`src/rtl/rstc_pkg.sv`:
```
package rstc_pkg;
  // bits needed to hold the values 0..limit
  function automatic int unsigned cnt_bits(input int unsigned limit);
    return (limit < 2) ? 1 : $clog2(limit + 1);
  endfunction

  // saturating increment used by the qualifier
  function automatic int unsigned sat_step(input int unsigned cur, input int unsigned lim);
    return (cur >= lim) ? lim : cur + 1;
  endfunction

  // count value on which the release counter lets go
  function automatic int unsigned last_quiet(input int unsigned cycles);
    return (cycles == 0) ? 0 : cycles - 1;
  endfunction
endpackage

```
`src/rtl/rstc_sync.sv`:
```
module rstc_sync #(
  parameter int unsigned STAGES = 2
) (
  input  logic clk,
  input  logic init,
  input  logic d,
  output logic q
);
  logic [STAGES-1:0] sh;

  generate
    if (STAGES == 1) begin : g_single
      always_ff @(posedge clk) begin
        if (init) sh <= '1;
        else      sh <= d;
      end
    end else begin : g_chain
      always_ff @(posedge clk) begin
        if (init) sh <= '1;
        else      sh <= {sh[STAGES-2:0], d};
      end
    end
  endgenerate

  assign q = sh[STAGES-1];
endmodule

```
`src/rtl/rstc_lowfilt.sv`:
```
module rstc_lowfilt #(
  parameter int unsigned LOW_CYC = 8
) (
  input  logic clk,
  input  logic init,
  input  logic en,
  input  logic lvl,
  output logic hold
);
  localparam int unsigned CW = rstc_pkg::cnt_bits(LOW_CYC);
  localparam logic [CW-1:0] FULL = CW'(LOW_CYC);

  logic [CW-1:0] run;

  // any high sample or disabled pin restarts the low count
  always_ff @(posedge clk) begin
    if (init || !en || lvl) run <= '0;
    else                    run <= CW'(rstc_pkg::sat_step(32'(run), LOW_CYC));
  end

  assign hold = en && (run == FULL);
endmodule

```
`src/rtl/rstc_release.sv`:
```
module rstc_release #(
  parameter int unsigned REL_CYC = 16
) (
  input  logic clk,
  input  logic por_evt,
  input  logic cond_ok,
  input  logic pin_hold,
  output logic sys_rst,
  output logic por_wait,
  output logic rst_cause
);
  localparam int unsigned RW = rstc_pkg::cnt_bits(REL_CYC);
  localparam logic [RW-1:0] LAST = RW'(rstc_pkg::last_quiet(REL_CYC));

  logic          wait_q;
  logic [RW-1:0] quiet;
  logic          rst_q;

  // power-on waits for conditions; the edge that sees cond_ok is already quiet
  always_ff @(posedge clk) begin
    if (por_evt)      wait_q <= 1'b1;
    else if (cond_ok) wait_q <= 1'b0;
  end

  assign rst_cause = por_evt | (wait_q & ~cond_ok) | pin_hold;

  always_ff @(posedge clk) begin
    if (rst_cause) begin
      quiet <= '0;
      rst_q <= 1'b1;
    end else if (rst_q) begin
      if (quiet == LAST) rst_q <= 1'b0;
      else               quiet <= quiet + 1'b1;
    end
  end

  assign sys_rst  = rst_q;
  assign por_wait = wait_q;
endmodule

```
`src/rtl/rstc_status.sv`:
```
module rstc_status (
  input  logic clk,
  input  logic por_evt,
  input  logic wr_en,
  input  logic wr_data,
  output logic flag
);
  // power-on clears with priority; only software writes otherwise
  always_ff @(posedge clk) begin
    if (por_evt)    flag <= 1'b0;
    else if (wr_en) flag <= wr_data;
  end
endmodule

```
`src/rtl/rst_combiner.sv`:
```
module rst_combiner #(
  parameter int unsigned LOW_CYC     = 8,
  parameter int unsigned REL_CYC     = 16,
  parameter int unsigned SYNC_STAGES = 2
) (
  input  logic clk,
  input  logic pin_n_raw,
  input  logic pin_rst_en,
  input  logic por_evt,
  input  logic cond_ok,
  input  logic flag_wr_en,
  input  logic flag_wr_data,
  output logic sys_rst,
  output logic por_flag,
  output logic pin_gpio
);
  logic pin_sync;
  logic pin_hold;
  logic por_wait;
  logic rst_cause;

  rstc_sync #(.STAGES(SYNC_STAGES)) u_sync (
    .clk (clk),
    .init(por_evt),
    .d   (pin_n_raw),
    .q   (pin_sync)
  );

  rstc_lowfilt #(.LOW_CYC(LOW_CYC)) u_filt (
    .clk (clk),
    .init(por_evt),
    .en  (pin_rst_en),
    .lvl (pin_sync),
    .hold(pin_hold)
  );

  rstc_release #(.REL_CYC(REL_CYC)) u_rel (
    .clk      (clk),
    .por_evt  (por_evt),
    .cond_ok  (cond_ok),
    .pin_hold (pin_hold),
    .sys_rst  (sys_rst),
    .por_wait (por_wait),
    .rst_cause(rst_cause)
  );

  rstc_status u_stat (
    .clk    (clk),
    .por_evt(por_evt),
    .wr_en  (flag_wr_en),
    .wr_data(flag_wr_data),
    .flag   (por_flag)
  );

  // pin only ever read; shown as data when its reset role is off
  assign pin_gpio = pin_rst_en ? 1'b0 : pin_sync;
endmodule

```
`config.mk`:
```
export PLATFORM = sky130hd
export DESIGN_NAME = rst_combiner
export DESIGN_NICKNAME = d
export VERILOG_FILES = /design/src/rtl/rstc_pkg.sv /design/src/rtl/rstc_sync.sv /design/src/rtl/rstc_lowfilt.sv /design/src/rtl/rstc_release.sv /design/src/rtl/rstc_status.sv /design/src/rtl/rst_combiner.sv
export SDC_FILE = /design/constraint.sdc
export NUM_CORES = 1
export LEC_CHECK = 0
export BUFFER_PORTS_ARGS = -buffer_cell sky130_fd_sc_hd__buf_4
export CAP_MARGIN = 20
export CORE_AREA = 2 2 39 41
export CTS_CLUSTER_SIZE = 30
export DETAILED_ROUTE_END_ITERATION = 10
export DIE_AREA = 0 0 41 43
export PLACE_DENSITY = 0.67
export SLEW_MARGIN = 20
export SYNTH_ARGS = -nofsm -noshare
export SYNTH_HDL_FRONTEND = slang
export SYNTH_HIERARCHICAL = 1
export SYNTH_SLANG_ARGS = --single-unit
export TNS_END_PERCENT = 50
```
`constraint.sdc`:
```
create_clock -name clk -period 4.3 [get_ports clk]
set_input_delay 0.215 -clock clk [delete_from_list [all_inputs] [get_ports clk]]
set_output_delay 0.215 -clock clk [all_outputs]
set_load 0.1 [all_outputs]
```
== Yosys cells after proc, flatten, opt, wreduce, memory -nomap -nowiden ==
Index checks and enable logic that the tools add are counted.

* $add $sub $neg: 2
* $mul: 0
* Div/mod/pow operators: 0
* $lt $le $gt $ge: 1
* Equality and inequality tests: 2
* Shift-type cells: 0
* Muxes and demuxes: 4
* Bitwise logic cells: 5
* Reduce and logical (&&, ||, !) cells: 6

{| class="wikitable"
|+ Operators with widths
! operator !! number
|-
| 5-bit by 1-bit adder with 5-bit output (second input constant) || 1
|-
| 5-bit by 4-bit equality test with 1-bit output (second input constant) || 1
|-
| 4-bit by 1-bit adder with 4-bit output (second input constant) || 1
|-
| 4-bit equality test (second input constant) || 1
|-
| 4-bit greater-or-equal comparator (second input constant) || 1
|-
| 4-bit two-way mux || 1
|-
| 1-bit two-way mux || 3
|-
| 1-bit logical OR || 2
|-
| 1-bit inverter || 2
|-
| 1-bit OR || 2
|-
| 2-bit AND reduction || 1
|-
| 2-bit OR reduction || 1
|-
| 1-bit bitwise AND || 1
|-
| 1-bit logical AND || 1
|-
| 1-bit logical NOT || 1
|}

* Register bits after elaboration: 14
* Bits in latches: 0
* Memory bits (writable): 0
* ROM bits: 0
* Input bits: 7
* Output and inout bits: 3
* Word-level logic and storage cells: 27
* Memories kept: 0

== Longest topological paths before layout ==
* Word-level depth: 4
* Gate-level depth with buffers: 6
* Gate-level depth less buffers: 6

== Cells and area by module ==
The synthesis kept the hierarchy.

{| class="wikitable"
|+ By module, submodules not included
! module !! instances !! cells an instance !! area each (um^2) !! sequential area each (um^2)
|-
| rstc_release || 1 || 32 || 334.1 || 140.1
|-
| rstc_lowfilt || 1 || 17 || 177.7 || 80.1
|-
| rstc_sync || 1 || 4 || 52.6 || 40.0
|-
| rstc_status || 1 || 3 || 33.8 || 20.0
|-
| rst_combiner || 1 || 1 || 13.8 || 0.0
|}

== Worst setup path after synthesis ==
OpenSTA, ideal clock, no wires.

* Path kind: flip-flop to flip-flop
* Start point: register u_rel.rst_q (netlist: u_rel/sys_rst)
* End point: register u_rel.quiet[3]
* Setup time: 0.070 ns
* Arrival time: 1.601 ns
* Data required time: 4.230 ns
* Setup slack: 2.629 ns
* Stages on the path, launching flop included: 4
* Buffers on the path: 0
* Period minus slack after synthesis: 1.671 ns
* Cells stage by stage: dfxtp_1 -> nand2b_4 -> or3_1 -> a21oi_1

* Cells in the longest elaborated chain, start to end: 1

{| class="wikitable"
|+ Ends and longest elaborated chain
! item !! RTL line !! source
|-
| start: declaration || rstc_release.sv:17 || <nowiki>logic rst_q;</nowiki>
|-
| start signal: assignment || rstc_release.sv:30 || <nowiki>rst_q <= 1'b1;</nowiki>
|-
| start signal: assignment || rstc_release.sv:32 || <nowiki>if (quiet == LAST) rst_q <= 1'b0;</nowiki>
|-
| 2-bit AND reduction (no source line) || n/a ||
|-
| end signal: assignment || rstc_release.sv:33 || <nowiki>else quiet <= quiet + 1'b1;</nowiki>
|-
| end: declaration || rstc_release.sv:16 || <nowiki>logic [RW-1:0] quiet;</nowiki>
|}

No other way between the ends.
A chain may end at the register's enable or synchronous reset.

== Worst setup path after layout ==
* Start point: register u_rel.quiet[0]
* End point: register u_rel.quiet[3]

* Cells in the longest elaborated chain, start to end: 3
* Elaborated cells between the ends (all ways): 4
* Those cells by class: add/sub (1); eq/ne (1); bitwise (1); reduce/logical (1)

{| class="wikitable"
|+ Ends and longest elaborated chain
! item
|-
| branches (longest 3 deep; another with 5-bit by 1-bit adder with 5-bit output)
|}

Parallel ways; which one is timed is not known.

==> impl_metrics.toml <==
[clock_network]
cts_setup_buffers = 0
cts_hold_buf = 0
tritoncts = "built"
clockBufferDepth = 2
cts-root-buf = "clkbuf_4"
ctsHtreeMaxLevel = 1
clkTransAtPathRegs_ps = 80
post_cts_resized = 0
clock_sinks = 14
cts_buffers = 3
worstSkewPairLatency_ps = 270

[finish]
nFillCells = 139
mostFrequentLayoutCell = "dfxtp_1"
regArea_um2 = 280
layout_common_cells = "dfxtp_1 (14), buf_4 (9), nor2_1 (6)"
area_growth_pct = 16.2
nets = 81
antenna_cells = 0
multi_input_area_um2 = 305
layout-drive-gt1-share = 0.294
stdcell_area_um2 = 711

[detailed_routing]
drc = 0
wl_per_cell_um = 10.3
postRouteAntennaNets = 0
viasPerCell = 4.82
routed_wl_um = 861
via_count = 405
drt-initial-drc-count = 2
first_pass_iters = 3

[placed_design]
dpl_cell_area_um2 = 688
gp_congestion = 0.581
hpwl_um = 661
portBuffers = 9

[grt]
grt_max_degree = 8
grt_pass1_wl_mm = 1.40
grt_pass1_vias = 389
grt_overflow_total = 0
grtUsageTotal = 0.118
antenna_found_initial = 0

[timing]
fin_crit_sh = 0.382
rsz0062_at_grt = "false"
min_period_ps = 1640
fmax_ghz = 0.609
drv_slew = 0
finalSetupViolCount = 0
finalHoldViolations = 0
worstMarginPinSlew_ps = 278
holdWs_ps = 127
finClkSkew_ps = 5.84
slew_headroom = 0.816
fin_tns_setup_ps = 0

[worst_setup_path]
crit_type = "register to register"
path_buf_inv = 0
worst_setup_path_start_kind = "register"
cp_top_family = "simple AND/OR/NAND/NOR gates"
crit_path_frequent_cell = "ha_1"
worst_setup_path_end_kind = "register"
critPathSlowestCell = "or3_1"
cp.required_ps = 4510
cpPeakStageDelay_ps = 350
crit_chain = "ha_1 -> and3_1 -> ha_1 -> nand2b_4 -> or3_1 -> a21oi_1"
path_max_fanout = 4
cp.arrival_ps = 1850

[synthesis]
synth_area_um2 = 612
synth_seq_cells = 14
synth.net_count = 68
synthTopCellsByArea = "dfxtp_1 (46%), ha_1 (8.2%), nand2b_4 (4.5%)"
syn_inst = 57
synthArstFlopShare = 0
seq_area_frac_synth = 0.458
synth.top_cell.area_share = 0.458
synth_flop_cell = "dfxtp_1"
synth_warnings = 6
synth-edff-count = 0
synth_top_area_cell = "dfxtp_1"
syn_avg_cell_area_um2 = 10.7
yosysUniqueCellTypes = 26

[floorplan]
die_height_um = 43
die_w_um = 41
core_area_um2 = 1380
dieArea_um2 = 1760
fp-row-count = 14
start_util = 0.442
io_pins = 10

[flow_run]
drv_cap = 0

[status]
status = "complete, no violations"

[power_and_ir_drop]
power_density_nw_per_um2 = 327
peakVddDrop_v = 0.000180
power_leakage_nw = 0.304

[min_path]
holdCritPathClass = "input port to register"
synth_stat cells (all sizes together) (2+ instances only):
library cell  count
dfxtp            14
nor2b             2
nand2             2
nor2              7
nand2b            2
or3               2
ha                4
a21oi             2
xnor2             2
or2               3
inv               4
stage by stage:
stage	power [W]	utilization	cells	worst slack, ps
2_1_floorplan	0.000158	-	57	2630
6_report	0.000232	0.514	84	2660
3_3_place_gp	0.000165	0.497	81	2730
4_1_cts	0.000236	0.514	84	2650
3_5_place_dp	0.000166	0.497	81	2670
5_1_grt	0.000244	0.514	84	2620
cell type report:
cell class              count  share of cell area
clock buffers               3              0.0317
well taps                  16              0.0282
flip-flops and latches     14               0.394
multi-input cells          38               0.430
inverters                   4              0.0211
repair buffers              9              0.0951
state kept, by name, summed over array words and instances (netlist names):
name / flops
u_stat/flag: 1
u_rel/sys_rst: 1
u_rel/por_wait: 1
u_rel/quiet: 5
u_sync/sh: 2
u_filt/run: 4
power by group:
group	internal, W	total [W]	switching [W]
Clock	0.0000324	0.0000699	0.0000375
Combinational	0.0000113	0.0000267	0.0000154
Sequential	0.000133	0.000136	0.00000226
routing by layer:
layer | vias to the layer above | global-route usage | part of all wire
li1 | 210 | - | -
met1 | 185 | 0.122 | 0.43
met2 | 8 | 0.194 | 0.51
met3 | 2 | 0.0628 | 0.052
met4 | 0 | 0.0400 | 0.0070
met5 | - | 0 | 0
cells by family after synthesis:
logic type | share of synthesized area
buf+inv | 0.0429
fa+ha+maj | 0.0818
simple gates | 0.297
xor+xnor | 0.0430
mux | 0.0164
flops | 0.458
compound gates | 0.0613
worst paths after layout:
| check | startpoint | to | slack [ps] | cells after the start |
|---|---|---|---|---|
| worst max-delay path | u_rel/quiet[0] | u_rel/quiet[3] | 2660 | 6 |
| worst min-delay path | pin_n_raw | u_sync/sh[0] | 130 | 2 |
| worst max register to register | u_rel/quiet[0] | u_rel/quiet[3] | 2660 | 6 |
| worst min register to register | u_sync/sh[0] | u_sync/sh[1] | 410 | 1 |
worst reg2reg max path, cell delays in order (launching register included):
cell	delay, ps
dfxtp_1	340
ha_1	210
and3_1	180
ha_1	190
nand2b_4	160
or3_1	350
a21oi_1	140
Power figures use the tool's default switching activity.
